--- src/rtl/seqdiv_pkg.sv ---
package seqdiv_pkg;

  typedef enum logic [1:0] {
    ST_IDLE,
    ST_RUN,
    ST_FIN
  } div_state_e;

  // Operation context captured when a divide is accepted
  typedef struct packed {
    logic wide;
    logic sgn;
    logic allow_min;
    logic dvd_neg;
    logic dvs_neg;
  } div_ctx_t;

endpackage

--- src/rtl/seqdiv_prep.sv ---
// Operand conditioning: sign extraction, magnitudes, half split, early reject
module seqdiv_prep #(
  parameter int OPW = 16,
  parameter int OPN = 8
) (
  input  logic             size_wide,
  input  logic             is_signed,
  input  logic [2*OPW-1:0] dividend,
  input  logic [OPW-1:0]   divisor,
  output logic [OPW-1:0]   hi_mag,
  output logic [OPW-1:0]   lo_mag,
  output logic [OPW-1:0]   dvs_mag,
  output logic             dvd_neg,
  output logic             dvs_neg,
  output logic             early_err
);
  localparam int DVW = 2 * OPW;
  localparam int NDW = 2 * OPN;
  localparam int PADW = OPW - OPN;

  logic [DVW-1:0] dvd_ext, dvd_mag;
  logic [OPW-1:0] dvs_ext;

  always_comb begin
    dvd_neg = is_signed & (size_wide ? dividend[DVW-1] : dividend[NDW-1]);
    dvs_neg = is_signed & (size_wide ? divisor[OPW-1] : divisor[OPN-1]);
    dvd_ext = size_wide ? dividend : {{(DVW-NDW){dvd_neg}}, dividend[NDW-1:0]};
    dvs_ext = size_wide ? divisor  : {{PADW{dvs_neg}}, divisor[OPN-1:0]};
    dvd_mag = dvd_neg ? (~dvd_ext + 1'b1) : dvd_ext;
    dvs_mag = dvs_neg ? (~dvs_ext + 1'b1) : dvs_ext;
    // narrow mode: high half right-aligned, low half left-aligned so that
    // the quotient bits land in the low part after OPN shifts
    hi_mag  = size_wide ? dvd_mag[DVW-1:OPW] : {{PADW{1'b0}}, dvd_mag[NDW-1:OPN]};
    lo_mag  = size_wide ? dvd_mag[OPW-1:0]   : {dvd_mag[OPN-1:0], {PADW{1'b0}}};
    // quotient magnitude would need more than n bits (covers zero divisor)
    early_err = (hi_mag >= dvs_mag);
  end

endmodule

--- src/rtl/seqdiv_step.sv ---
// One restoring-division step: shift in one dividend bit, trial subtract
module seqdiv_step #(
  parameter int OPW = 16
) (
  input  logic [OPW-1:0] rem_in,
  input  logic           shift_in,
  input  logic [OPW-1:0] dvs,
  output logic [OPW-1:0] rem_out,
  output logic           qbit
);
  logic [OPW:0] trial;

  always_comb begin
    trial   = {rem_in, shift_in};
    qbit    = (trial >= {1'b0, dvs});
    rem_out = OPW'(qbit ? (trial - {1'b0, dvs}) : trial);
  end

endmodule

--- src/rtl/seqdiv_fix.sv ---
// Sign correction, signed range check and result packing
module seqdiv_fix
  import seqdiv_pkg::*;
#(
  parameter int OPW = 16,
  parameter int OPN = 8
) (
  input  div_ctx_t         ctx,
  input  logic [OPW-1:0]   quo_raw,
  input  logic [OPW-1:0]   rem_raw,
  output logic [2*OPW-1:0] packed_res,
  output logic             range_err
);
  localparam int PADW = OPW - OPN;
  localparam logic [OPW-1:0] MIN_WIDE   = OPW'(1) << (OPW - 1);
  localparam logic [OPW-1:0] MIN_NARROW = OPW'(1) << (OPN - 1);

  logic [OPW-1:0] qmag, min_mag, qval, rval;
  logic           q_neg;

  always_comb begin
    qmag    = ctx.wide ? quo_raw : {{PADW{1'b0}}, quo_raw[OPN-1:0]};
    min_mag = ctx.wide ? MIN_WIDE : MIN_NARROW;
    q_neg   = ctx.dvd_neg ^ ctx.dvs_neg;
    if (!ctx.sgn)
      range_err = 1'b0;
    else if (q_neg)
      range_err = (qmag > min_mag) || (!ctx.allow_min && (qmag == min_mag));
    else
      range_err = (qmag >= min_mag);
    qval = q_neg       ? (~qmag + 1'b1)    : qmag;
    rval = ctx.dvd_neg ? (~rem_raw + 1'b1) : rem_raw;
    packed_res = ctx.wide ? {rval, qval}
                          : {{(2*PADW){1'b0}}, rval[OPN-1:0], qval[OPN-1:0]};
  end

endmodule

--- src/rtl/seq_div.sv ---
module seq_div
  import seqdiv_pkg::*;
#(
  parameter int OPW = 16,
  parameter int OPN = 8
) (
  input  logic             clk,
  input  logic             rst,
  input  logic             start,
  input  logic             size_wide,
  input  logic             is_signed,
  input  logic             allow_min_quot,
  input  logic [2*OPW-1:0] dividend,
  input  logic [OPW-1:0]   divisor,
  output logic [2*OPW-1:0] result,
  output logic             done,
  output logic             div_err
);
  localparam int CW = $clog2(OPW);
  localparam logic [CW-1:0] LAST_WIDE   = CW'(OPW - 1);
  localparam logic [CW-1:0] LAST_NARROW = CW'(OPN - 1);

  div_state_e     state;
  logic [CW-1:0]  cnt;
  logic [OPW-1:0] rem_q, quo_q, dvs_q;
  div_ctx_t       ctx_q, ctx_in;
  logic           busy;

  logic [OPW-1:0]   hi_mag, lo_mag, dvs_mag, step_rem;
  logic             dvd_neg, dvs_neg, early_err, step_q, range_err;
  logic [2*OPW-1:0] fixed_res;

  assign busy = (state != ST_IDLE);

  seqdiv_prep #(.OPW(OPW), .OPN(OPN)) u_prep (
    .size_wide (size_wide),
    .is_signed (is_signed),
    .dividend  (dividend),
    .divisor   (divisor),
    .hi_mag    (hi_mag),
    .lo_mag    (lo_mag),
    .dvs_mag   (dvs_mag),
    .dvd_neg   (dvd_neg),
    .dvs_neg   (dvs_neg),
    .early_err (early_err)
  );

  seqdiv_step #(.OPW(OPW)) u_step (
    .rem_in   (rem_q),
    .shift_in (quo_q[OPW-1]),
    .dvs      (dvs_q),
    .rem_out  (step_rem),
    .qbit     (step_q)
  );

  seqdiv_fix #(.OPW(OPW), .OPN(OPN)) u_fix (
    .ctx        (ctx_q),
    .quo_raw    (quo_q),
    .rem_raw    (rem_q),
    .packed_res (fixed_res),
    .range_err  (range_err)
  );

  always_comb begin
    ctx_in.wide      = size_wide;
    ctx_in.sgn       = is_signed;
    ctx_in.allow_min = allow_min_quot;
    ctx_in.dvd_neg   = dvd_neg;
    ctx_in.dvs_neg   = dvs_neg;
  end

  always_ff @(posedge clk) begin
    if (rst) begin
      state   <= ST_IDLE;
      cnt     <= '0;
      rem_q   <= '0;
      quo_q   <= '0;
      dvs_q   <= '0;
      ctx_q   <= '0;
      result  <= '0;
      done    <= 1'b0;
      div_err <= 1'b0;
    end else begin
      done    <= 1'b0;
      div_err <= 1'b0;
      case (state)
        ST_IDLE: begin
          if (start) begin
            ctx_q <= ctx_in;
            if (early_err) begin
              done    <= 1'b1;
              div_err <= 1'b1;
            end else begin
              state <= ST_RUN;
              cnt   <= size_wide ? LAST_WIDE : LAST_NARROW;
              rem_q <= hi_mag;
              quo_q <= lo_mag;
              dvs_q <= dvs_mag;
            end
          end
        end
        ST_RUN: begin
          rem_q <= step_rem;
          quo_q <= {quo_q[OPW-2:0], step_q};
          if (cnt == '0) state <= ST_FIN;
          else           cnt   <= cnt - 1'b1;
        end
        ST_FIN: begin
          done  <= 1'b1;
          state <= ST_IDLE;
          if (range_err) div_err <= 1'b1;
          else           result  <= fixed_res;
        end
        default: state <= ST_IDLE;
      endcase
    end
  end

endmodule

--- config.mk ---
export PLATFORM = sky130hd
export DESIGN_NAME = seq_div
export DESIGN_NICKNAME = d
export VERILOG_FILES = /design/src/rtl/seqdiv_pkg.sv /design/src/rtl/seqdiv_prep.sv /design/src/rtl/seqdiv_step.sv /design/src/rtl/seqdiv_fix.sv /design/src/rtl/seq_div.sv
export SDC_FILE = /design/constraint.sdc
export NUM_CORES = 1
export LEC_CHECK = 0
export ABC_AREA = 1
export ABC_CLOCK_PERIOD_IN_PS = 4250
export BUFFER_PORTS_ARGS = -buffer_cell sky130_fd_sc_hd__buf_2
export CAP_MARGIN = 20
export CORE_MARGIN = 2
export CORE_UTILIZATION = 40
export DETAILED_ROUTE_END_ITERATION = 16
export PLACE_DENSITY = 0.6
export SYNTH_ARGS = -nofsm -noshare
export SYNTH_HDL_FRONTEND = slang
export SYNTH_HIERARCHICAL = 1
export SYNTH_SLANG_ARGS = --single-unit
--- constraint.sdc ---
create_clock -name clk -period 4.25 [get_ports clk]
set_input_delay 0.425 -clock clk [delete_from_list [all_inputs] [get_ports clk]]
set_output_delay 0.425 -clock clk [all_outputs]
set_load 0.005 [all_outputs]
==> flow_summary.ini, run 1 <==
[clocking]
ctsHoldBuffers = 0
cts_setup_buffers = 0
cts_resized = 0
clk_pin_slew_worst_paths_ps = 70
cts.sinks = 93
cts_buffer_depth = 2
clk_latency_ps = 350
root_buffer = clkbuf_16
cts_tree = yes
cts_htree_levels = 3
cts-buffers-inserted = 9

[route]
remaining_drc_errors = 0
topRoutingLayerUsed = met4
avgRoutedWirePerCell_um = 13.9
dr_wl_met2_mm = 11.0
wirelength_met1_mm = 11.9
drtIter0Drc = 609
vias = 8836
wl_met3_mm = 1.15
totalWireLength_mm = 24.4
firstDrtPassIters = 6
ant_nets = 0
vias_per_cell = 5.03

[synthesis]
ys_seq_area_frac = 0.221
yosysTopAreaCellShare = 0.221
ys_ff_latch = 93
yosysMostFrequentCell = nand2_1
synthCells = 1427
synth_largest_area_cell = dfxtp_1
syn_nets = 1520
ys.warnings.count = 6
synth.area.top_cells = dfxtp_1 (22%), nand2_1 (19%), inv_1 (8.1%)
ys_types = 49
synthesis.area_um2 = 8430
async_flop_share = 0
synth-edff-count = 0
synth.avg_cell_area_um2 = 5.91
ys.flop_type = dfxtp_1
yosys-top-cells-count = nand2_1 (419), inv_1 (182), nor2_1 (168), nand3_1 (110), dfxtp_1 (93)

[power_and_ir_drop]
p_leak_nw = 4.58
pwr-share-seq = 0.273
pwr-share-clk = 0.198
peakVddDrop_mv = 0.228
p_int_mw = 2.23
swShare = 0.478
combPwrFrac = 0.529
p_per_area_nw_per_um2 = 463
p_switching_mw = 2.04

[timing]
hold_viol = 0
setup_tns_ps = 0
setup_slack_ps = 496
maxSlewViolCount = 0
finalSetupViolations = 0
hold_ws_ps = 355
fmax_mhz = 266
min_period_over_period = 0.883
skew_ps = 9.62
rsz0062_at_grt = no
layout_min_cycle_time_ps = 3750
slew_headroom = 0.312
worst_pin_slew_ps = 1030

[global_route]
grt_max_degree = 59
grt_pass1_wl_mm = 40.0
grt_pass1_vias = 7917
track_usage = 0.222
antenna_found_initial = 0
overflow = 0

[final_layout]
layout.area.seq_um2 = 1860
drive_gt1_frac = 0.121
stdcell_count = 1757
n_antenna_cell = 0
multi_input_area_um2 = 5460
n_fill_cell = 2366
area_delta_synth_final_pct = 9.35
fin_nets = 1570

[floorplanning]
die_h_um = 149
die_x_um = 149
dieArea_um2 = 22300
io_pins = 88
rows = 53
initial_core_util = 0.404
core_area_um2 = 20900

[placement]
place_congestion = 0.926
pre_cts_ws_ps = 232
io_buffers = 87
place_hpwl_mm = 19.0
dp_cells = 1741

[worst_setup_path]
worst_r2r_endpoint = result[14]$_SDFFE_PP0P_
crit_path_cell_trace = buf_2 -> buf_4 -> o21ai_4 -> inv_6 -> o21ai_0 -> nand3_1 -> nand2_1 -> nand2_1 -> nor2_1 -> ha_1 -> nand2_1 -> o21ai_0 -> a21oi_1 -> nand3_1 -> inv_1 -> nand3_1 -> nand2_2 -> buf_4 -> o21ai_0 -> a31oi_1
cpMaxStageDelayCell = o21ai_4
critPathLaunchType = input pin
critical_path.endpoint_type = flop
critPathArrivalTime_ps = 4030
worstPathMaxFanout = 42
max_stage_delay_ps = 400
reg2reg_from = quo_q[0]$_SDFFE_PP0P_
required_ps = 4520
path_depth = 20
crit_end = quo_q[7]$_SDFFE_PP0P_
reg2reg_depth = 14
critPathKind = in2reg
worst-path-buf-inv = 5
cp_top_family = compound AO/OA/AOI/OAI gates
crit_start = size_wide
rrSetupSlack_ps = 1250

[status]
status = complete, no violations

[job]
drv_cap = 0

[worst_hold_path]
hold_depth = 3
min_from = allow_min_quot
hold_path.class = in2reg
metal layers:
| layer | vias up | track usage |
|---|---|---|
| li1 | 4648 | - |
| met1 | 3956 | 0.310 |
| met2 | 214 | 0.364 |
| met3 | 18 | 0.0272 |
| met4 | 0 | 0.0495 |
| met5 | - | 0 |
worst min-delay path by stage:
stage	to	slack, ps
floorplan	ctx_q[3]$_SDFFE_PP0P_	450
global placement	result[6]$_SDFFE_PP0P_	450
detailed placement	result[6]$_SDFFE_PP0P_	450
CTS	ctx_q[2]$_SDFFE_PP0P_	340
global route	ctx_q[2]$_SDFFE_PP0P_	380
finish	ctx_q[2]$_SDFFE_PP0P_	360
cell type report:
| type | count | area share |
|---|---|---|
| clock buffer | 10 | 0.0259 |
| multi-input combinational | 1082 | 0.592 |
| clock inverter | 6 | 0.00746 |
| sequential | 93 | 0.202 |
| inverter | 194 | 0.0806 |
| tap | 275 | 0.0373 |
| timing repair buffer | 97 | 0.0554 |
flip-flops by register name, indices dropped and copies added (netlist names):
name and cells:
result 32, dvs_q 16, quo_q 16, rem_q 16
ctx_q 5, cnt 4, state 2, div_err 1
done 1
worst reg2reg max path, stage by stage (launching register included):
cell and delay [ps]:
dfxtp_1 390, inv_1 110, ha_1 160, nand2_1 100, nor2_1 140, nand4_1 160
nand2_1 100, nand2_1 60, o21ai_0 180, inv_1 70, inv_1 50, buf_4 310
nand2_1 700, nand2_1 250, a21oi_1 90
per-stage QoR:
step,instance area (um2),utilization,power [mW]
CTS,9220,0.442,4.28
global route,9220,0.442,4.68
floorplan,8430,-,2.97
detailed placement,8910,0.427,3.43
finish,9220,0.442,4.27
global placement,8910,0.427,3.41
cell families after synthesis:
family	Yosys count	share of synthesized area
XOR/XNOR	37	0.0384
adder cells (fa/ha/maj)	39	0.0587
AND/OR/NAND/NOR	777	0.395
flip-flops	93	0.221
AO/OA/AOI/OAI	229	0.154
buffers and inverters	252	0.132
cells in the final DEF (no fill, tap or decap), types with 7 or more instances in the layout:
cell and count:
nand2_1 419, inv_1 182, nor2_1 168, nand3_1 110, dfxtp_1 93, o21ai_0 91, buf_2 87, a21oi_1 71
ha_1 38, xor2_1 34, a31oi_1 33, nand2_2 21, nand4_1 14, o21ai_1 11, buf_4 10, inv_2 9
nor3_1 9, clkbuf_16 9, nand3_2 8, nand3b_1 7
power groups by stage:
stage / sequential (mW) / combinational (mW) / clock, mW
after floorplan: 1.12 / 1.86 / 0
after global placement: 1.18 / 2.23 / 0
after detailed placement: 1.18 / 2.25 / 0
after CTS: 1.17 / 2.26 / 0.861
after global routing: 1.19 / 2.58 / 0.909
final: 1.17 / 2.26 / 0.844
Note: power is estimated with default switching activity, not from simulation.
==> inputs of run 2 (changes only) <==
- ABC_AREA: 1 -> 0
==> run 2 against run 1 <==
Sequential share of layout area increased by 0.60 points; core utilization increased by 3.3 points; power decreased by 9.1%; critical endpoint is now rem_q[9]$_SDFFE_PP0P_; design area decreased by 2.9%; clock-buffer cell count increased by 1; die area decreased by 7.7%; clock skew decreased by 2.9 ps; largest cell class unchanged; combinational power decreased by 15%.
==> flow_summary.ini, run 2 <==
[timing]
setup_slack_ps = 198
slew_headroom = 0.355
worst_pin_slew_ps = 962
maxSlewViolCount = 0
setup_tns_ps = 0
min_period_over_period = 0.953
fmax_mhz = 247
finalSetupViolations = 0
hold_viol = 0
layout_min_cycle_time_ps = 4050
rsz0062_at_grt = no
hold_ws_ps = 333
skew_ps = 6.71

[synthesis]
synth-edff-count = 0
synthCells = 1037
syn_nets = 1130
ys_types = 85
synth_largest_area_cell = dfxtp_1
ys.warnings.count = 6
async_flop_share = 0
yosys-top-cells-count = nand2_1 (204), nor2_1 (105), dfxtp_1 (93), a21oi_1 (81), inv_1 (47)
synth.avg_cell_area_um2 = 7.49
ys.flop_type = dfxtp_1
synth.area.top_cells = dfxtp_1 (24%), nand2_1 (9.9%), ha_1 (6.1%)
ys_seq_area_frac = 0.240
yosysMostFrequentCell = nand2_1
yosysTopAreaCellShare = 0.240
synthesis.area_um2 = 7770
ys_ff_latch = 93

[route]
drtIter0Drc = 500
firstDrtPassIters = 5
vias_per_cell = 5.39
remaining_drc_errors = 0
avgRoutedWirePerCell_um = 15.5
vias = 7485
ant_nets = 0
totalWireLength_mm = 21.5

[floorplanning]
die_x_um = 143
initial_core_util = 0.411
core_area_um2 = 18900
dieArea_um2 = 20500
die_h_um = 143
rows = 50
io_pins = 88

[worst_setup_path]
critical_path.endpoint_type = flop
worst-path-buf-inv = 3
critPathLaunchType = input pin
max_stage_delay_ps = 560
critPathKind = in2reg
cp_top_family = compound AO/OA/AOI/OAI gates
critPathArrivalTime_ps = 4300
worstPathMaxFanout = 20
cpMaxStageDelayCell = or4_4
cpMostUsedCell = buf_4
required_ps = 4500
crit_path_cell_trace = buf_2 -> or4_4 -> nor4_2 -> buf_4 -> a31oi_1 -> xnor2_1 -> mux2i_1 -> ha_1 -> a2111oi_0 -> o21ai_0 -> a2111oi_1 -> o21ai_1 -> nand2b_4 -> a21oi_4 -> buf_4 -> nor2_1 -> a311oi_1

[global_route]
grt_pass1_vias = 6719
overflow = 0
grt_pass1_wl_mm = 34.8
grt_max_degree = 60
antenna_found_initial = 0
track_usage = 0.210

[final_layout]
fin_util = 0.474
area_delta_synth_final_pct = 15.3
largest_reg_flops = 32
multi_input_area_um2 = 5350
layout_commonest_cell = nand2_1
layout.area.seq_um2 = 1860
n_antenna_cell = 0
mostFrequentLayoutCells = nand2_1 (204), nor2_1 (105), dfxtp_1 (93), buf_2 (87), a21oi_1 (81)
drive_gt1_frac = 0.183
n_fill_cell = 1998
stdcell_count = 1388
fin_nets = 1216
top_register = result

[status]
status = complete, no violations

[clocking]
cts_tree = yes
clk_pin_slew_worst_paths_ps = 70
cts_htree_levels = 3
cts_setup_buffers = 0
root_buffer = clkbuf_16
cts_buffer_depth = 2
cts-buffers-inserted = 9
cts.sinks = 93
clk_latency_ps = 350

[placement]
place_hpwl_mm = 16.6
pre_cts_ws_ps = -173
place_congestion = 0.888
io_buffers = 87
dp_cells = 1370

[power_and_ir_drop]
peakVddDrop_mv = 0.229
p_per_area_nw_per_um2 = 434
p_leak_nw = 3.71

[worst_hold_path]
hold_path.class = in2reg

[job]
drv_cap = 0
[run 2: cells by family (layout without fill, tap and decap cells)]
group                    after synthesis  after routing  synth area share
flip-flops                            93             93             0.240
XOR/XNOR                              77             77            0.0868
multiplexers                          45             45            0.0641
AND/OR/NAND/NOR                      424            424             0.257
buffers and inverters                121            212            0.0720
adder cells (fa/ha/maj)               39             39            0.0638
AO/OA/AOI/OAI                        238            238             0.217
[run 2: layout make-up]
class                   count  area share
multi-input cells         823       0.597
flip-flops and latches     93       0.208
repair buffers            143       0.102
well taps                 260      0.0363
clock buffers              11      0.0271
inverters                  53      0.0225
clock inverters             5     0.00671
[run 2: worst min-delay path, cell delays in order]
cell and delay (ps):
buf_2 90, mux2i_1 60, nor2_1 70
[run 2: worst paths after layout]
| path | startpoint | to | slack [ps] | cells after the start |
|---|---|---|---|---|
| max reg2reg | rem_q[0]$_SDFFE_PP0P_ | rem_q[14]$_SDFFE_PP0P_ | 1210 | 9 |
| min | allow_min_quot | ctx_q[2]$_SDFFE_PP0P_ | 330 | 3 |
| min reg2reg | result[24]$_SDFFE_PP0P_ | result[24]$_SDFFE_PP0P_ | 450 | 2 |
| max | dividend[5] | rem_q[9]$_SDFFE_PP0P_ | 200 | 17 |
[run 2: metrics by stage]
| stage | instance area, um2 | total power [mW] |
|---|---|---|
| final | 8960 | 3.88 |
| after global routing | 8960 | 4.15 |
| after CTS | 8920 | 3.88 |
| after detailed placement | 8620 | 3.05 |
| after global placement | 8590 | 3.03 |
| after floorplan | 7770 | 2.63 |
[run 2: what timing repair did]
item / 4_1_cts / 5_1_grt
resized for setup: 0 / 3
hold buffers: 0 / 0
endpoints found under the setup margin: 0 / 40
[run 2: metal layers]
| layer | global-route usage | share of wire | up-vias |
|---|---|---|---|
| met2 | 0.315 | 0.42 | 207 |
| met5 | 0 | 0 | - |
| met1 | 0.323 | 0.52 | 3439 |
| li1 | - | - | 3819 |
| met3 | 0.0213 | 0.046 | 20 |
| met4 | 0.0433 | 0.011 | 0 |
[run 2: report_power, final]
| part | switching [mW] | internal, mW |
|---|---|---|
| combinational | 1.05 | 0.869 |
| sequential | 0.173 | 0.971 |
| clock | 0.349 | 0.473 |
